### src/rtl/dram_lane_pkg.sv
package dram_lane_pkg;
  typedef enum logic [2:0] {
    ST_IDLE   = 3'd0,
    ST_WDATA  = 3'd1,
    ST_ROW    = 3'd2,
    ST_COL    = 3'd3,
    ST_RDWAIT = 3'd4,
    ST_DONE   = 3'd5
  } seq_state_e;
endpackage

### src/rtl/dram_addr_split.sv
module dram_addr_split #(
  parameter int ROW_W = 12,
  parameter int COL_W = 10,
  localparam int ADDR_W = ROW_W + COL_W
) (
  input  logic              clk_i,
  input  logic              rst_ni,
  input  logic              load_i,
  input  logic [ADDR_W-1:0] addr_i,
  output logic [ROW_W-1:0]  row_o,
  output logic [COL_W-1:0]  col_o
);
  logic [ROW_W-1:0] row_q;
  logic [COL_W-1:0] col_q;

  always_ff @(posedge clk_i or negedge rst_ni) begin
    if (!rst_ni) begin
      row_q <= '0;
      col_q <= '0;
    end else if (load_i) begin
      row_q <= addr_i[ADDR_W-1:COL_W];
      col_q <= addr_i[COL_W-1:0];
    end
  end

  assign row_o = row_q;
  assign col_o = col_q;
endmodule

### src/rtl/dram_seq_fsm.sv
module dram_seq_fsm
  import dram_lane_pkg::*;
(
  input  logic clk_i,
  input  logic rst_ni,
  input  logic req_valid_i,
  input  logic req_we_i,
  input  logic wdata_valid_i,
  input  logic lanes_all_i,
  output logic ready_o,
  output logic wdata_ready_o,
  output logic addr_load_o,
  output logic wdata_load_o,
  output logic ras_o,
  output logic cas_o,
  output logic we_o,
  output logic capture_o,
  output logic done_o
);
  seq_state_e state_q, state_d;
  logic       we_q;

  always_comb begin
    state_d = state_q;
    unique case (state_q)
      ST_IDLE:   if (req_valid_i) state_d = req_we_i ? ST_WDATA : ST_ROW;
      ST_WDATA:  if (wdata_valid_i) state_d = ST_ROW;
      ST_ROW:    state_d = ST_COL;
      ST_COL:    state_d = we_q ? ST_DONE : ST_RDWAIT;
      ST_RDWAIT: if (lanes_all_i) state_d = ST_DONE;
      ST_DONE:   state_d = ST_IDLE;
      default:   state_d = ST_IDLE;
    endcase
  end

  always_ff @(posedge clk_i or negedge rst_ni) begin
    if (!rst_ni) begin
      state_q <= ST_IDLE;
      we_q    <= 1'b0;
    end else begin
      state_q <= state_d;
      if (addr_load_o) we_q <= req_we_i;
    end
  end

  assign ready_o       = (state_q == ST_IDLE);
  assign wdata_ready_o = (state_q == ST_WDATA);
  assign addr_load_o   = ready_o && req_valid_i;
  assign wdata_load_o  = wdata_ready_o && wdata_valid_i;
  assign ras_o         = (state_q == ST_ROW);
  assign cas_o         = (state_q == ST_COL);
  assign we_o          = cas_o && we_q;
  assign capture_o     = (state_q == ST_RDWAIT) && lanes_all_i;
  assign done_o        = (state_q == ST_DONE);

  AST_RAS_THEN_CAS: assert property (@(posedge clk_i) disable iff (!rst_ni)
    ras_o |=> !ras_o && cas_o);
  AST_CAS_AFTER_RAS: assert property (@(posedge clk_i) disable iff (!rst_ni)
    cas_o |-> $past(ras_o));
  AST_DONE_PULSE: assert property (@(posedge clk_i) disable iff (!rst_ni)
    done_o |=> !done_o && ready_o);
  AST_RAS_AFTER_PHASE: assert property (@(posedge clk_i) disable iff (!rst_ni)
    $rose(ras_o) |-> $past(ready_o) || $past(wdata_ready_o));
endmodule

### src/rtl/dram_lane_gather.sv
module dram_lane_gather #(
  parameter int LANES  = 8,
  parameter int LANE_W = 8,
  localparam int DATA_W = LANES * LANE_W
) (
  input  logic              clk_i,
  input  logic              rst_ni,
  input  logic              wdata_load_i,
  input  logic [DATA_W-1:0] wdata_i,
  input  logic              capture_i,
  input  logic [DATA_W-1:0] lane_rdata_i,
  input  logic [LANES-1:0]  lane_valid_i,
  output logic              lanes_all_o,
  output logic [DATA_W-1:0] lane_wdata_o,
  output logic [DATA_W-1:0] rdata_o
);
  assign lanes_all_o = &lane_valid_i;

  for (genvar k = 0; k < LANES; k++) begin : g_lane
    logic [LANE_W-1:0] wbyte_q;
    logic [LANE_W-1:0] rbyte_q;

    always_ff @(posedge clk_i or negedge rst_ni) begin
      if (!rst_ni) begin
        wbyte_q <= '0;
        rbyte_q <= '0;
      end else begin
        if (wdata_load_i) wbyte_q <= wdata_i[k*LANE_W +: LANE_W];
        if (capture_i)    rbyte_q <= lane_rdata_i[k*LANE_W +: LANE_W];
      end
    end

    assign lane_wdata_o[k*LANE_W +: LANE_W] = wbyte_q;
    assign rdata_o[k*LANE_W +: LANE_W]      = rbyte_q;
  end

  AST_CAPTURE_ALL_LANES: assert property (@(posedge clk_i) disable iff (!rst_ni)
    !$stable(rdata_o) |-> $past(&lane_valid_i));
endmodule

### src/rtl/dram_lane_ctrl.sv
module dram_lane_ctrl #(
  parameter int ROW_W  = 12,
  parameter int COL_W  = 10,
  parameter int LANES  = 8,
  parameter int LANE_W = 8,
  localparam int ADDR_W = ROW_W + COL_W,
  localparam int DATA_W = LANES * LANE_W
) (
  input  logic              clk_i,
  input  logic              rst_ni,
  input  logic              req_valid_i,
  input  logic              req_we_i,
  input  logic [ADDR_W-1:0] req_addr_i,
  output logic              ready_o,
  input  logic              wdata_valid_i,
  input  logic [DATA_W-1:0] wdata_i,
  output logic              wdata_ready_o,
  output logic [DATA_W-1:0] rdata_o,
  output logic              done_o,
  output logic [ROW_W-1:0]  dram_row_o,
  output logic [COL_W-1:0]  dram_col_o,
  output logic              dram_ras_o,
  output logic              dram_cas_o,
  output logic              dram_we_o,
  output logic [DATA_W-1:0] dram_wdata_o,
  input  logic [DATA_W-1:0] dram_rdata_i,
  input  logic [LANES-1:0]  dram_rvalid_i
);
  logic addr_load, wdata_load, lanes_all, capture;

  dram_addr_split #(.ROW_W(ROW_W), .COL_W(COL_W)) u_split (
    .clk_i  (clk_i),
    .rst_ni (rst_ni),
    .load_i (addr_load),
    .addr_i (req_addr_i),
    .row_o  (dram_row_o),
    .col_o  (dram_col_o)
  );

  dram_seq_fsm u_fsm (
    .clk_i         (clk_i),
    .rst_ni        (rst_ni),
    .req_valid_i   (req_valid_i),
    .req_we_i      (req_we_i),
    .wdata_valid_i (wdata_valid_i),
    .lanes_all_i   (lanes_all),
    .ready_o       (ready_o),
    .wdata_ready_o (wdata_ready_o),
    .addr_load_o   (addr_load),
    .wdata_load_o  (wdata_load),
    .ras_o         (dram_ras_o),
    .cas_o         (dram_cas_o),
    .we_o          (dram_we_o),
    .capture_o     (capture),
    .done_o        (done_o)
  );

  dram_lane_gather #(.LANES(LANES), .LANE_W(LANE_W)) u_gather (
    .clk_i        (clk_i),
    .rst_ni       (rst_ni),
    .wdata_load_i (wdata_load),
    .wdata_i      (wdata_i),
    .capture_i    (capture),
    .lane_rdata_i (dram_rdata_i),
    .lane_valid_i (dram_rvalid_i),
    .lanes_all_o  (lanes_all),
    .lane_wdata_o (dram_wdata_o),
    .rdata_o      (rdata_o)
  );

  AST_BUSY_ADDR_HELD: assert property (@(posedge clk_i) disable iff (!rst_ni)
    !ready_o |=> $stable(dram_row_o) && $stable(dram_col_o));
  AST_WE_ONLY_ON_CAS: assert property (@(posedge clk_i) disable iff (!rst_ni)
    dram_we_o |-> $past(dram_ras_o));
endmodule

### config.mk
export PLATFORM = sky130hd
export DESIGN_NAME = dram_lane_ctrl
export DESIGN_NICKNAME = d
export VERILOG_FILES = /design/src/rtl/dram_lane_pkg.sv /design/src/rtl/dram_addr_split.sv /design/src/rtl/dram_seq_fsm.sv /design/src/rtl/dram_lane_gather.sv /design/src/rtl/dram_lane_ctrl.sv
export SDC_FILE = /design/constraint.sdc
export NUM_CORES = 1
export LEC_CHECK = 0
export BUFFER_PORTS_ARGS = -buffer_cell sky130_fd_sc_hd__buf_2
export CORE_UTILIZATION = 41
export CTS_BUF_LIST = sky130_fd_sc_hd__clkbuf_16
export DETAILED_ROUTE_END_ITERATION = 10
export GPL_TIMING_DRIVEN = 0
export PLACE_DENSITY = 0.87
export SYNTH_ARGS = -nofsm -noshare
export SYNTH_HDL_FRONTEND = slang
export SYNTH_SLANG_ARGS = --single-unit
### constraint.sdc
create_clock -name clk_i -period 2.2 [get_ports clk_i]
set_input_delay 0.33 -clock clk_i [delete_from_list [all_inputs] [get_ports clk_i]]
set_output_delay 0.33 -clock clk_i [all_outputs]
set_load 0.02 [all_outputs]
### Yosys cells after proc, flatten, opt, wreduce, memory -nomap -nowiden

Cells that the tools add are included.

| word-level totals | value |
|---|---|
| bits in registers | 154 |
| bits in latches | 0 |
| memory bits (writable) | 0 |
| memory bits (read-only) | 0 |
| input port bits | 163 |
| output and inout bits | 156 |
| word-level logic and storage cells | 41 |
| memories kept | 0 |

| cells by class | value |
|---|---|
| add/sub/neg operators | 0 |
| multipliers | 0 |
| div/mod/pow operators | 0 |
| magnitude comparators | 0 |
| equality and inequality tests | 8 |
| shift-type cells | 0 |
| multiplexer cells | 6 |
| bitwise gates (word level) | 0 |
| reduce and logical (&&, ||, !) cells | 7 |

Operator list:

| cell | number |
|---|---|
| case mux 3 bit (5 select lines) | 1 |
| 2-to-1 mux 3 bit | 3 |
| AND reduction 8 bit | 1 |
| equality test 3 x 2 -> 1 bit (second input constant) | 2 |
| equality test 3 bit (second input constant) | 2 |
| logical AND 1 bit | 4 |
| inequality test 2 bit (second input constant) | 2 |
| equality test 3 x 1 -> 1 bit (second input constant) | 1 |
| logical NOT 3 bit | 1 |
| AND reduction 3 bit | 1 |
| 2-to-1 mux 2 bit | 1 |
| inequality test 2 x 1 -> 1 bit (second input constant) | 1 |
| 2-to-1 mux 1 bit | 1 |

### Depth between registers and ports, before layout

Gate-level depths: netlist of the first run.

| logic depth | value |
|---|---|
| word-level depth | 3 |
| depth in mapped cells | 6 |
| gate-level depth less buffers | 3 |

### By module

Synthesis of the first run repeated with hierarchy kept, for this count alone.

| unflattened totals | value |
|---|---|
| cell total of the unflattened synthesis | 348 |
| area, all modules | 5934.4 um2 |

By module, submodules not included:

| module | instances | cells each | area each (um2) | seq. area each (um2) |
|---|---|---|---|---|
| dram_lane_gather | 1 | 273 | 4848.4 | 3203.1 |
| dram_addr_split | 1 | 46 | 820.8 | 550.5 |
| dram_seq_fsm | 1 | 29 | 265.3 | 100.1 |

### Worst setup path after synthesis of the first run

OpenSTA, ideal clock, no wires.

| timing path | value |
|---|---|
| kind | reg2reg |
| from | reg u_fsm.state_q[0] |
| to | reg u_fsm.we_q |
| library setup time | 0.125 ns |
| arrival | 2.027 ns |
| data required time | 2.075 ns |
| slack | 0.048 ns |
| cell stages (with the launch flop) | 7 |
| buffers on the path | 3 |
| period minus slack after synthesis | 2.152 ns |
| path through | dfrtp_1 buf_6 nor3_1 and2_1 clkbuf_1 buf_2 mux2_2 |

| on the way | value |
|---|---|
| word-level cells in the longest chain between the ends | 2 |

Ends and longest elaborated chain:

| what | line | source |
|---|---|---|
| start: declaration | dram_seq_fsm.sv:20 | `seq_state_e state_q, state_d;` |
| start signal: assignment | dram_seq_fsm.sv:41 | `state_q <= state_d;` |
| logical NOT 3 bit | dram_seq_fsm.sv:46 | `assign ready_o = (state_q == ST_IDLE);` |
| net ready_o | dram_lane_ctrl.sv:14 | `output logic ready_o,` |
| logical AND 1 bit | dram_seq_fsm.sv:48 | `assign addr_load_o = ready_o && req_valid_i;` |
| end signal: assignment | dram_seq_fsm.sv:42 | `if (addr_load_o) we_q <= req_we_i;` |
| end: declaration | dram_seq_fsm.sv:21 | `logic we_q;` |

The timed path passes the listed nets, and every way through them passes these cells.
A chain may end at the register's enable or synchronous reset.

### Worst setup path in the final report of the first run

| timing path | value |
|---|---|
| from | reg u_fsm.state_q[2] |
| to | reg u_gather.g_lane[2].wbyte_q[5] |

| on the way | value |
|---|---|
| word-level cells in the longest chain between the ends | 2 |

Ends and longest elaborated chain:

| what | line | source |
|---|---|---|
| equality test 3 x 1 -> 1 bit | dram_seq_fsm.sv:47 | `assign wdata_ready_o = (state_q == ST_WDATA);` |
| logical AND 1 bit | dram_seq_fsm.sv:49 | `assign wdata_load_o = wdata_ready_o && wdata_valid_i;` |
| end signal: assignment | dram_lane_gather.sv:28 | `if (wdata_load_i) wbyte_q <= wdata_i[k*LANE_W +: LANE_W];` |
| end: declaration | dram_lane_gather.sv:20 | `logic [LANE_W-1:0] wbyte_q;` |

Every way passes these cells.

==> results of run 1 <==
==> cells in the final DEF (no fill, tap or decap) <==
cell type	synthesis	routed
clkinv_2	0	3
inv_1	0	1
clkbuf_1	1	1
and2_1	3	3
nor2b_1	4	4
buf_4	1	2
or3b_4	1	1
nand2_1	2	2
dlygate4sd3_1	0	1
clkinv_4	0	3
buf_6	4	5
dfrtp_1	154	154
nor3_4	1	1
buf_2	9	326
buf_12	0	1
o21bai_1	1	1
buf_8	3	3
buf_16	0	1
mux2_2	121	121
or2b_1	1	1
nor3b_1	2	2
and4_1	1	1
and3b_1	2	2
clkinvlp_4	0	2
nand4_1	2	2
clkinv_1	0	2
clkbuf_16	0	17
bufinv_16	0	3
mux2_4	30	30
o21ai_0	2	2
nor3_1	3	3
==> power breakdown <==
part           internal (W)  switching (W)
clock               0.00176        0.00112
sequential          0.00372       0.000430
combinational       0.00167        0.00211
==> routing by layer <==
metal,up-vias,routed length (um)
li1,1913,-
met1,2088,5500
met2,186,7560
met3,21,1010
met4,0,248
met5,-,0
==> through the flow <==
stage / hold slack (ps) / utilization
after CTS: 126 / 0.602
final: 148 / 0.602
after detailed placement: 358 / 0.558
after floorplan: 34.4 / -
after global routing: 125 / 0.602
after global placement: 483 / 0.556
==> area by class of cell <==
type,count,area (um^2)
Multi-Input combinational cell,176,1990
Clock buffer,17,425
Timing Repair Buffer,322,1660
Sequential cell,154,3850
Fill cell,1102,5590
Clock inverter,14,158
Buffer,18,146
Tap cell,180,225
==> worst max-delay path, cell delays in order, from the launching register on <==
cell	delay, ps
dfrtp_1	350
buf_4	160
nor3b_1	210
and2_1	150
buf_2	250
buf_2	360
mux2_2	380
==> how the worst max path moves through the flow <==
stage                                                to  slack (ps)        startpoint
after global routing                         u_fsm.we_q          20  u_fsm.state_q[0]
after detailed placement  u_gather.g_lane[1].rbyte_q[6]        -110  u_fsm.state_q[0]
after floorplan                              u_fsm.we_q          50  u_fsm.state_q[0]
final                     u_gather.g_lane[2].wbyte_q[5]         210  u_fsm.state_q[2]
after global placement                 u_split.row_o[8]       -1420            rst_ni
after CTS                 u_gather.g_lane[2].wbyte_q[5]         180  u_fsm.state_q[2]
==> sequential cells by signal, indices dropped and copies added (netlist names) <==
register                 flops
u_split.col_o               10
u_fsm.state_q                3
u_fsm.we_q                   1
u_split.row_o               12
u_gather.g_lane.rbyte_q     64
u_gather.g_lane.wbyte_q     64
==> repair_timing <==
action,CTS,global route
hold buffers,1,0
resized for setup,0,0
hold endpoints to repair,61,0
setup endpoints to repair,60,0
buffers inserted,2,0
==> cell families after synthesis <==
family / after synthesis
and+or+nand+nor: 22
DFF: 154
muxes: 151
buffers and inverters: 18
AOI/OAI and AO/OA: 3
==> results.json, run 1 <==
{
  "track_usage": 0.190,
  "grt_pass1_vias": 4357,
  "outcome": "completed",
  "grt_start_max_net_pins": 94,
  "ff2ff_path_depth": 6,
  "clockBufferDepth": 2,
  "tns_ps": 0,
  "synthMuxAreaShare": 0.303,
  "drt-wirelength-per-cell_um": 16.3,
  "startpoint_type": "register",
  "fmax_ghz": 0.502,
  "synth-compound-area-share": 0.00293,
  "antenna_found_initial": 0,
  "r2r_start": "u_fsm.state_q[2]",
  "async_reset_ff_frac": 1.00,
  "rsz0062_at_grt": "no",
  "ir_drop_mv": 0.875,
  "critPathRequiredTime_ps": 2490,
  "ant_nets": 0,
  "drc_errors": 0,
  "synthFlopType": "dfrtp_1",
  "synth_top_family_by_area": "multiplexers",
  "via_per_inst": 4.78,
  "synthesis.area_um2": 5990,
  "grt_use_met3": 0.0618,
  "maxCapViolCount": 0,
  "synth_warnings": 0,
  "regToRegEndpoint": "u_gather.g_lane[2].wbyte_q[5]",
  "maxSlewViolCount": 0,
  "hold_path_class": "in -> reg",
  "top_usage_layer": "met2",
  "rows": 43,
  "dieArea_um2": 15100,
  "cts-root-buf": "clkbuf_16",
  "cts_buffers": 17,
  "fin_cells": 881,
  "cp.arrival_ps": 2280,
  "cts_tree": "built",
  "period_share": 0.906,
  "timing.final.ws_setup_ps": 207,
  "critPathCaptureType": "register",
  "design_area_um2": 8460,
  "wl_mm": 14.3,
  "netlist.area_leader.share": 0.644,
  "r2r_slack_ps": 210,
  "critPathKind": "reg -> reg",
  "synthToLayoutAreaGrowth_pct": 41.3,
  "ys_seq_elements": 154,
  "syn_nets": 511,
  "cts.clk_slew.worst_paths_ps": 60,
  "relSlewSlack": 0.601,
  "grt_pass1_wl_mm": 21.5,
  "syn_area_per_cell_um2": 17.2,
  "synth_area_leaders": "dfrtp_1 64%, mux2_2 23%, mux2_4 7.5%, buf_2 0.75%, buf_6 0.75%",
  "ios": 319,
  "synthAdderAreaFrac": 0,
  "worstMarginPinSlew_ps": 598,
  "portBuffers": 318,
  "p_leak_nw": 4.52,
  "finalSetupViolCount": 0,
  "yosysMostFrequentCell": "dfrtp_1",
  "fin_crit_ps": 1990,
  "cp_max_fo": 10,
  "holdPathEnd": "u_gather.g_lane[0].rbyte_q[5]",
  "synth_edf_count": 0,
  "firstDrtPassIters": 6,
  "nets": 852,
  "finClkSkew_ps": 5.14,
  "dpl.cell_count": 847,
  "design.core.area_um2": 14000,
  "dieHeight_um": 123,
  "cts_sinks": 154,
  "use_met1": 0.209,
  "clk_latency_ps": 400,
  "start_util": 0.426,
  "synth_top_area_cell": "dfrtp_1",
  "p_per_area_nw_per_um2": 1280,
  "gp_congestion": 0.764,
  "cts_max_level": 4,
  "grt_overflow": 0,
  "layout-drive-gt1-share": 0.740,
  "synthCells": 348,
  "hold_viol_final": 0,
  "synth_xor_area_frac": 0,
  "synth_cell_types": 21,
  "power.total_w": 0.0108,
  "ys_seq_area_frac": 0.644,
  "synth_simple_gate_area_frac": 0.0259,
  "place_ws_ps": -108,
  "hpwlAfterDp_mm": 10.7,
  "dr.first_iter.drc_count": 108,
  "diodes": 0,
  "synth_common_cells": "154 x dfrtp_1, 121 x mux2_2, 30 x mux2_4",
  "via_count": 4208,
  "use_met2": 0.338,
  "min_path_cells": 2,
  "placed_area_um2": 7840,
  "hp-start": "dram_rdata_i[5]",
  "die_x_um": 123
}
No activity file was read; power rests on OpenSTA's default activity.
==> run 2, diff against run 1 <==
--- a/config.mk
+++ b/config.mk
@@ -8,2 +8,4 @@
 export BUFFER_PORTS_ARGS = -buffer_cell sky130_fd_sc_hd__buf_2
+export CORE_ASPECT_RATIO = 1.1
+export CORE_MARGIN = 8
 export CORE_UTILIZATION = 41
==> constraint.sdc (replaced) <==
create_clock -name clk_i -period 2.2 [get_ports clk_i]
set_input_delay 0.55 -clock clk_i [delete_from_list [all_inputs] [get_ports clk_i]]
set_output_delay 0.55 -clock clk_i [all_outputs]
set_load 0.02 [all_outputs]
==> results.json, run 2 (same netlist as run 1, synthesis figures left out) <==
{
  "outcome": "completed",
  "maxSlewViolCount": 0,
  "clk_latency_ps": 410,
  "maxCapViolCount": 0,
  "fillers": 1119,
  "cp.arrival_ps": 1470,
  "finalSetupViolCount": 0,
  "fin_crit_ps": 2020,
  "routed-wl-met3_mm": 1.56,
  "via_count": 4194,
  "cts_tree": "built",
  "portBuffers": 318,
  "drt-met1-wl_mm": 5.52,
  "firstDrtPassIters": 4,
  "ant_nets": 0,
  "place_ws_ps": -49.8,
  "critPathRequiredTime_ps": 1650,
  "via_per_inst": 4.70,
  "hpwlAfterDp_mm": 12.9,
  "track_usage": 0.169,
  "finClkSkew_ps": 10.6,
  "critPathKind": "reg -> out",
  "fmax_ghz": 0.495,
  "antenna_found_initial": 0,
  "period_share": 0.918,
  "layout-drive-gt1-share": 0.742,
  "hold_buffers": 0,
  "grt_start_max_net_pins": 83,
  "p_leak_nw": 4.52,
  "design.core.area_um2": 14300,
  "rows": 46,
  "grt_overflow": 0,
  "cp_max_fo": 10,
  "hold_viol_final": 0,
  "gp_congestion": 0.799,
  "fin_cells": 893,
  "dr.first_iter.drc_count": 103,
  "dpl.cell_count": 859,
  "synthToLayoutAreaGrowth_pct": 41.0,
  "wl_mm": 16.1,
  "timing.final.ws_setup_ps": 181,
  "cts_sinks": 154,
  "worstMarginPinSlew_ps": 682,
  "route.met2.wl_mm": 8.67,
  "grt_pass1_vias": 4679,
  "grt_pass1_wl_mm": 24.9,
  "highest_layer": "met4",
  "drc_errors": 0,
  "rsz0062_at_grt": "no",
  "cts_max_level": 4,
  "nets": 851,
  "cts_buffers": 17,
  "cts.clk_slew.worst_paths_ps": 60,
  "dieHeight_um": 143,
  "cts-root-buf": "clkbuf_16",
  "ir_drop_mv": 0.844,
  "relSlewSlack": 0.545,
  "final_cell_mix": "326 x buf_2, 154 x dfrtp_1, 121 x mux2_2, 30 x mux2_4, 17 x clkbuf_16",
  "start_util": 0.418,
  "dieArea_um2": 18700,
  "startpoint_type": "register",
  "final_common_cell": "buf_2",
  "clockBufferDepth": 2,
  "diodes": 0,
  "critPathCaptureType": "output pin",
  "drt-wirelength-per-cell_um": 18.0,
  "hold_path_class": "in -> async",
  "die_x_um": 131,
  "ios": 319,
  "p_per_area_nw_per_um2": 1270
}
## run 2: worst max-delay path: stages (launching register included)
cell and delay (ps):
dfrtp_1 370, buf_6 130, nor3_1 310, buf_2 240
## run 2: path summary, 6_finish.rpt
kind	from	end	slack (ps)	depth (start not counted)
max	u_fsm.state_q[0]	ready_o	180	3
min	rst_ni	u_gather.g_lane[0].wbyte_q[4]	140	1
min reg2reg	u_gather.g_lane[1].rbyte_q[6]	u_gather.g_lane[1].rbyte_q[6]	500	1
min in group clk_i	dram_rdata_i[34]	u_gather.g_lane[4].rbyte_q[2]	370	2
max in group asynchronous	rst_ni	u_gather.g_lane[7].wbyte_q[2]	1240	2
max reg2reg	u_fsm.state_q[0]	u_split.col_o[2]	220	6
## run 2: per-layer routing
layer / GRT usage / vias up
met1: 0.161 / 2055
met5: 0 / -
met2: 0.307 / 200
met3: 0.0805 / 25
met4: 0.0679 / 0
li1: - / 1914
## run 2: layout make-up
cell class	instances	area (um^2)	share of cell area
buffer	18	146	0.0173
clock buffer	17	425	0.0504
clock inverter	15	135	0.0160
multi-input combinational	176	1990	0.235
sequential	154	3850	0.457
tap	192	240	0.0285
timing repair buffer	321	1650	0.196
## run 2: what timing repair did
item                                    in CTS  in global routing
endpoints found under the setup margin      60                 59
endpoints found under the hold margin        0                  0
pin swaps                                    1                  1
buffers inserted                             0                  2
resized for setup                            0                  0
## run 2: metrics by stage
| step | setup TNS [ps] | power, W | instance area (um^2) | hold WS, ps | util |
|---|---|---|---|---|---|
| floorplan | 0 | 0.00659 | 5990 | 254 | - |
| global placement | -253670 | 0.00796 | 7820 | 483 | 0.545 |
| detailed placement | -1360 | 0.00812 | 7850 | 488 | 0.548 |
| CTS | 0 | 0.0109 | 8410 | 168 | 0.587 |
| global route | 0 | 0.0113 | 8440 | 184 | 0.589 |
| finish | 0 | 0.0108 | 8440 | 137 | 0.589 |
## run 2: where the power goes
part	switching, W	internal, W
clock network	0.00111	0.00165
logic	0.00218	0.00167
registers	0.000425	0.00372
total	0.00372	0.00703
==> run 3, diff against run 2 <==
ABC_AREA = 1   (was unset)
CORE_UTILIZATION = 45   (was 41)
PLACE_DENSITY = 0.9   (was 0.87)
clock period = 1.9 ns   (was 2.2 ns; I/O delays follow)
==> results.json, run 3 <==
{
  "synth_edf_count": 0,
  "clockBufferDepth": 2,
  "grt_overflow": 0,
  "synthToLayoutAreaGrowth_pct": 43.0,
  "clk_latency_ps": 420,
  "rsz0062_at_grt": "yes",
  "via_count": 5999,
  "hold_slack_ps": 64.3,
  "cts_sinks": 154,
  "synth_cell_types": 14,
  "relSlewSlack": 0.546,
  "async_reset_ff_frac": 1.00,
  "fmax_ghz": 0.532,
  "startpoint_type": "register",
  "drc_errors": 0,
  "start_util": 0.462,
  "yosysMostFrequentCell": "nand2_1",
  "syn_nets": 852,
  "syn_area_per_cell_um2": 8.86,
  "top_usage_layer": "met2",
  "ir_drop_mv": 0.604,
  "critPathKind": "reg -> out",
  "nets": 1203,
  "synth_top_area_cell": "dfrtp_1",
  "grt_pass1_vias": 6303,
  "synth_area_leaders": "dfrtp_1 63%, nand2_1 15%, nand3_1 7.3%, o21ai_1 5.2%, inv_1 4.4%",
  "p_per_area_nw_per_um2": 1470,
  "wl_mm": 20.1,
  "critPathRequiredTime_ps": 1420,
  "finClkSkew_ps": 5.34,
  "crit_family": "flip-flops",
  "cp_max_fo": 6,
  "outcome": "completed",
  "path_buf_inv": 2,
  "firstDrtPassIters": 5,
  "netlist.area_leader.share": 0.632,
  "cp.arrival_ps": 1410,
  "cts-root-buf": "clkbuf_16",
  "fin_crit_ps": 1880,
  "use_met1": 0.229,
  "gp_congestion": 0.879,
  "hold_viol_final": 0,
  "ys_seq_area_frac": 0.632,
  "hold_buffers": 0,
  "r2r_start": "u_fsm.state_q[0]",
  "design.core.area_um2": 13200,
  "hpwlAfterDp_mm": 15.3,
  "synth_warnings": 0,
  "cts.clk_slew.worst_paths_ps": 60,
  "cp-startpoint": "u_fsm.state_q[1]",
  "final_common_cell": "buf_2",
  "grt_use_met3": 0.0904,
  "post-route-util": 0.661,
  "p_leak_nw": 5.25,
  "cts_max_level": 4,
  "finalSetupViolCount": 0,
  "track_usage": 0.223,
  "maxSlewViolCount": 0,
  "portBuffers": 318,
  "rows": 44,
  "crit_chain": "nand2_2 > nor2_2 > inv_1 > nor2_1 > buf_4",
  "dr.first_iter.drc_count": 322,
  "layout-drive-gt1-share": 0.376,
  "place_ws_ps": 17.0,
  "antenna_found_initial": 1,
  "dieArea_um2": 17500,
  "grt_start_max_net_pins": 84,
  "cts_buffers": 17,
  "via_per_inst": 4.94,
  "use_met2": 0.383,
  "timing.final.ws_setup_ps": 18.6,
  "period_share": 0.990,
  "cts_tree": "built",
  "ant_nets": 0,
  "die_x_um": 127,
  "final_cell_mix": "336 x buf_2, 249 x nand2_1, 151 x dfrtp_1, 89 x nand3_1, 72 x inv_1",
  "synth_common_cells": "250 x nand2_1, 154 x dfrtp_1, 89 x nand3_1",
  "hold_path_class": "in -> async",
  "synthCells": 689,
  "maxCapViolCount": 0,
  "slowest_stage": "dfrtp_2",
  "synthesis.area_um2": 6100,
  "fillers": 1025,
  "ios": 319,
  "synthFlopType": "dfrtp_1",
  "grt_pass1_wl_mm": 31.1,
  "drt-wirelength-per-cell_um": 16.5,
  "worstMarginPinSlew_ps": 681,
  "dieHeight_um": 138,
  "cp_slowest_stage_delay_ps": 460,
  "ys_seq_elements": 154,
  "critPathCaptureType": "output pin"
}
==> run 3: cell count changes after synthesis, moves of 4 or more <==
cell and change:
nor2b_1 -4, nand3_1 +89, buf_2 +15, o21ai_1 +64
mux2_4 -30, inv_1 +72, mux2_2 -121, nor2_1 +9
clkbuf_1 +15, buf_6 -4, nand2_1 +248
==> run 3: layout make-up <==
type,count,area (um^2),area share
flip-flops and latches,154,3860,0.442
diodes,2,5.00,0.000573
well taps,161,201,0.0231
clock inverters,14,205,0.0235
inverters,73,277,0.0317
clock buffers,17,425,0.0487
plain buffers,39,186,0.0214
repair buffers,333,1750,0.200
multi-input cells,422,1820,0.209
==> run 3: report_power, final <==
part / internal, W / total, W / switching [W]
clock network: 0.00231 / 0.00363 / 0.00131
logic: 0.00156 / 0.00452 / 0.00297
registers: 0.00419 / 0.00472 / 0.000531
==> run 3: worst reg2reg max path: stages (launching register included) <==
cell      delay, ps
dfrtp_2         440
inv_4            70
nor3_4          230
buf_4           150
nand2_1         230
clkbuf_1        310
nand2_1         140
nand2_1          70
==> run 3: cells by family after synthesis <==
group / Yosys count / share of synthesized area
flops: 154 / 0.632
buf+inv: 113 / 0.0744
compound gates: 69 / 0.0570
simple gates: 353 / 0.237
==> run 3: timing repair <==
action,4_1_cts,5_1_grt
endpoints found under the setup margin,3,4
pin swaps,3,4
setup buffers,7,7
resized for setup,20,5
==> run 3: through the flow <==
step,cells,total power (W),cell area [um^2],setup TNS [ps]
floorplan,689,0.00721,6100,0
global placement,1168,0.00878,7900,-285490
detailed placement,1169,0.00896,7930,0
CTS,1207,0.0128,8670,0
global route,1214,0.0135,8730,-164
finish,1215,0.0129,8730,0
==> run 3: layer usage <==
| metal | routed length [um] | part of all wire |
|---|---|---|
| met5 | 0 | 0 |
| met4 | 789 | 0.039 |
| met3 | 1940 | 0.096 |
| met2 | 9920 | 0.49 |
| met1 | 7450 | 0.37 |
==> run 3: worst paths after layout <==
check	end	slack [ps]	cells after the start
setup reg to reg	u_gather.g_lane[1].wbyte_q[2]	150	7
min in group clk_i	u_gather.g_lane[6].rbyte_q[0]	290	3
hold reg to reg	u_gather.g_lane[4].wbyte_q[6]	460	2
hold / removal	u_split.row_o[2]	60	1
setup / recovery	dram_we_o	20	5
max in group asynchronous	u_gather.g_lane[1].rbyte_q[0]	1020	2
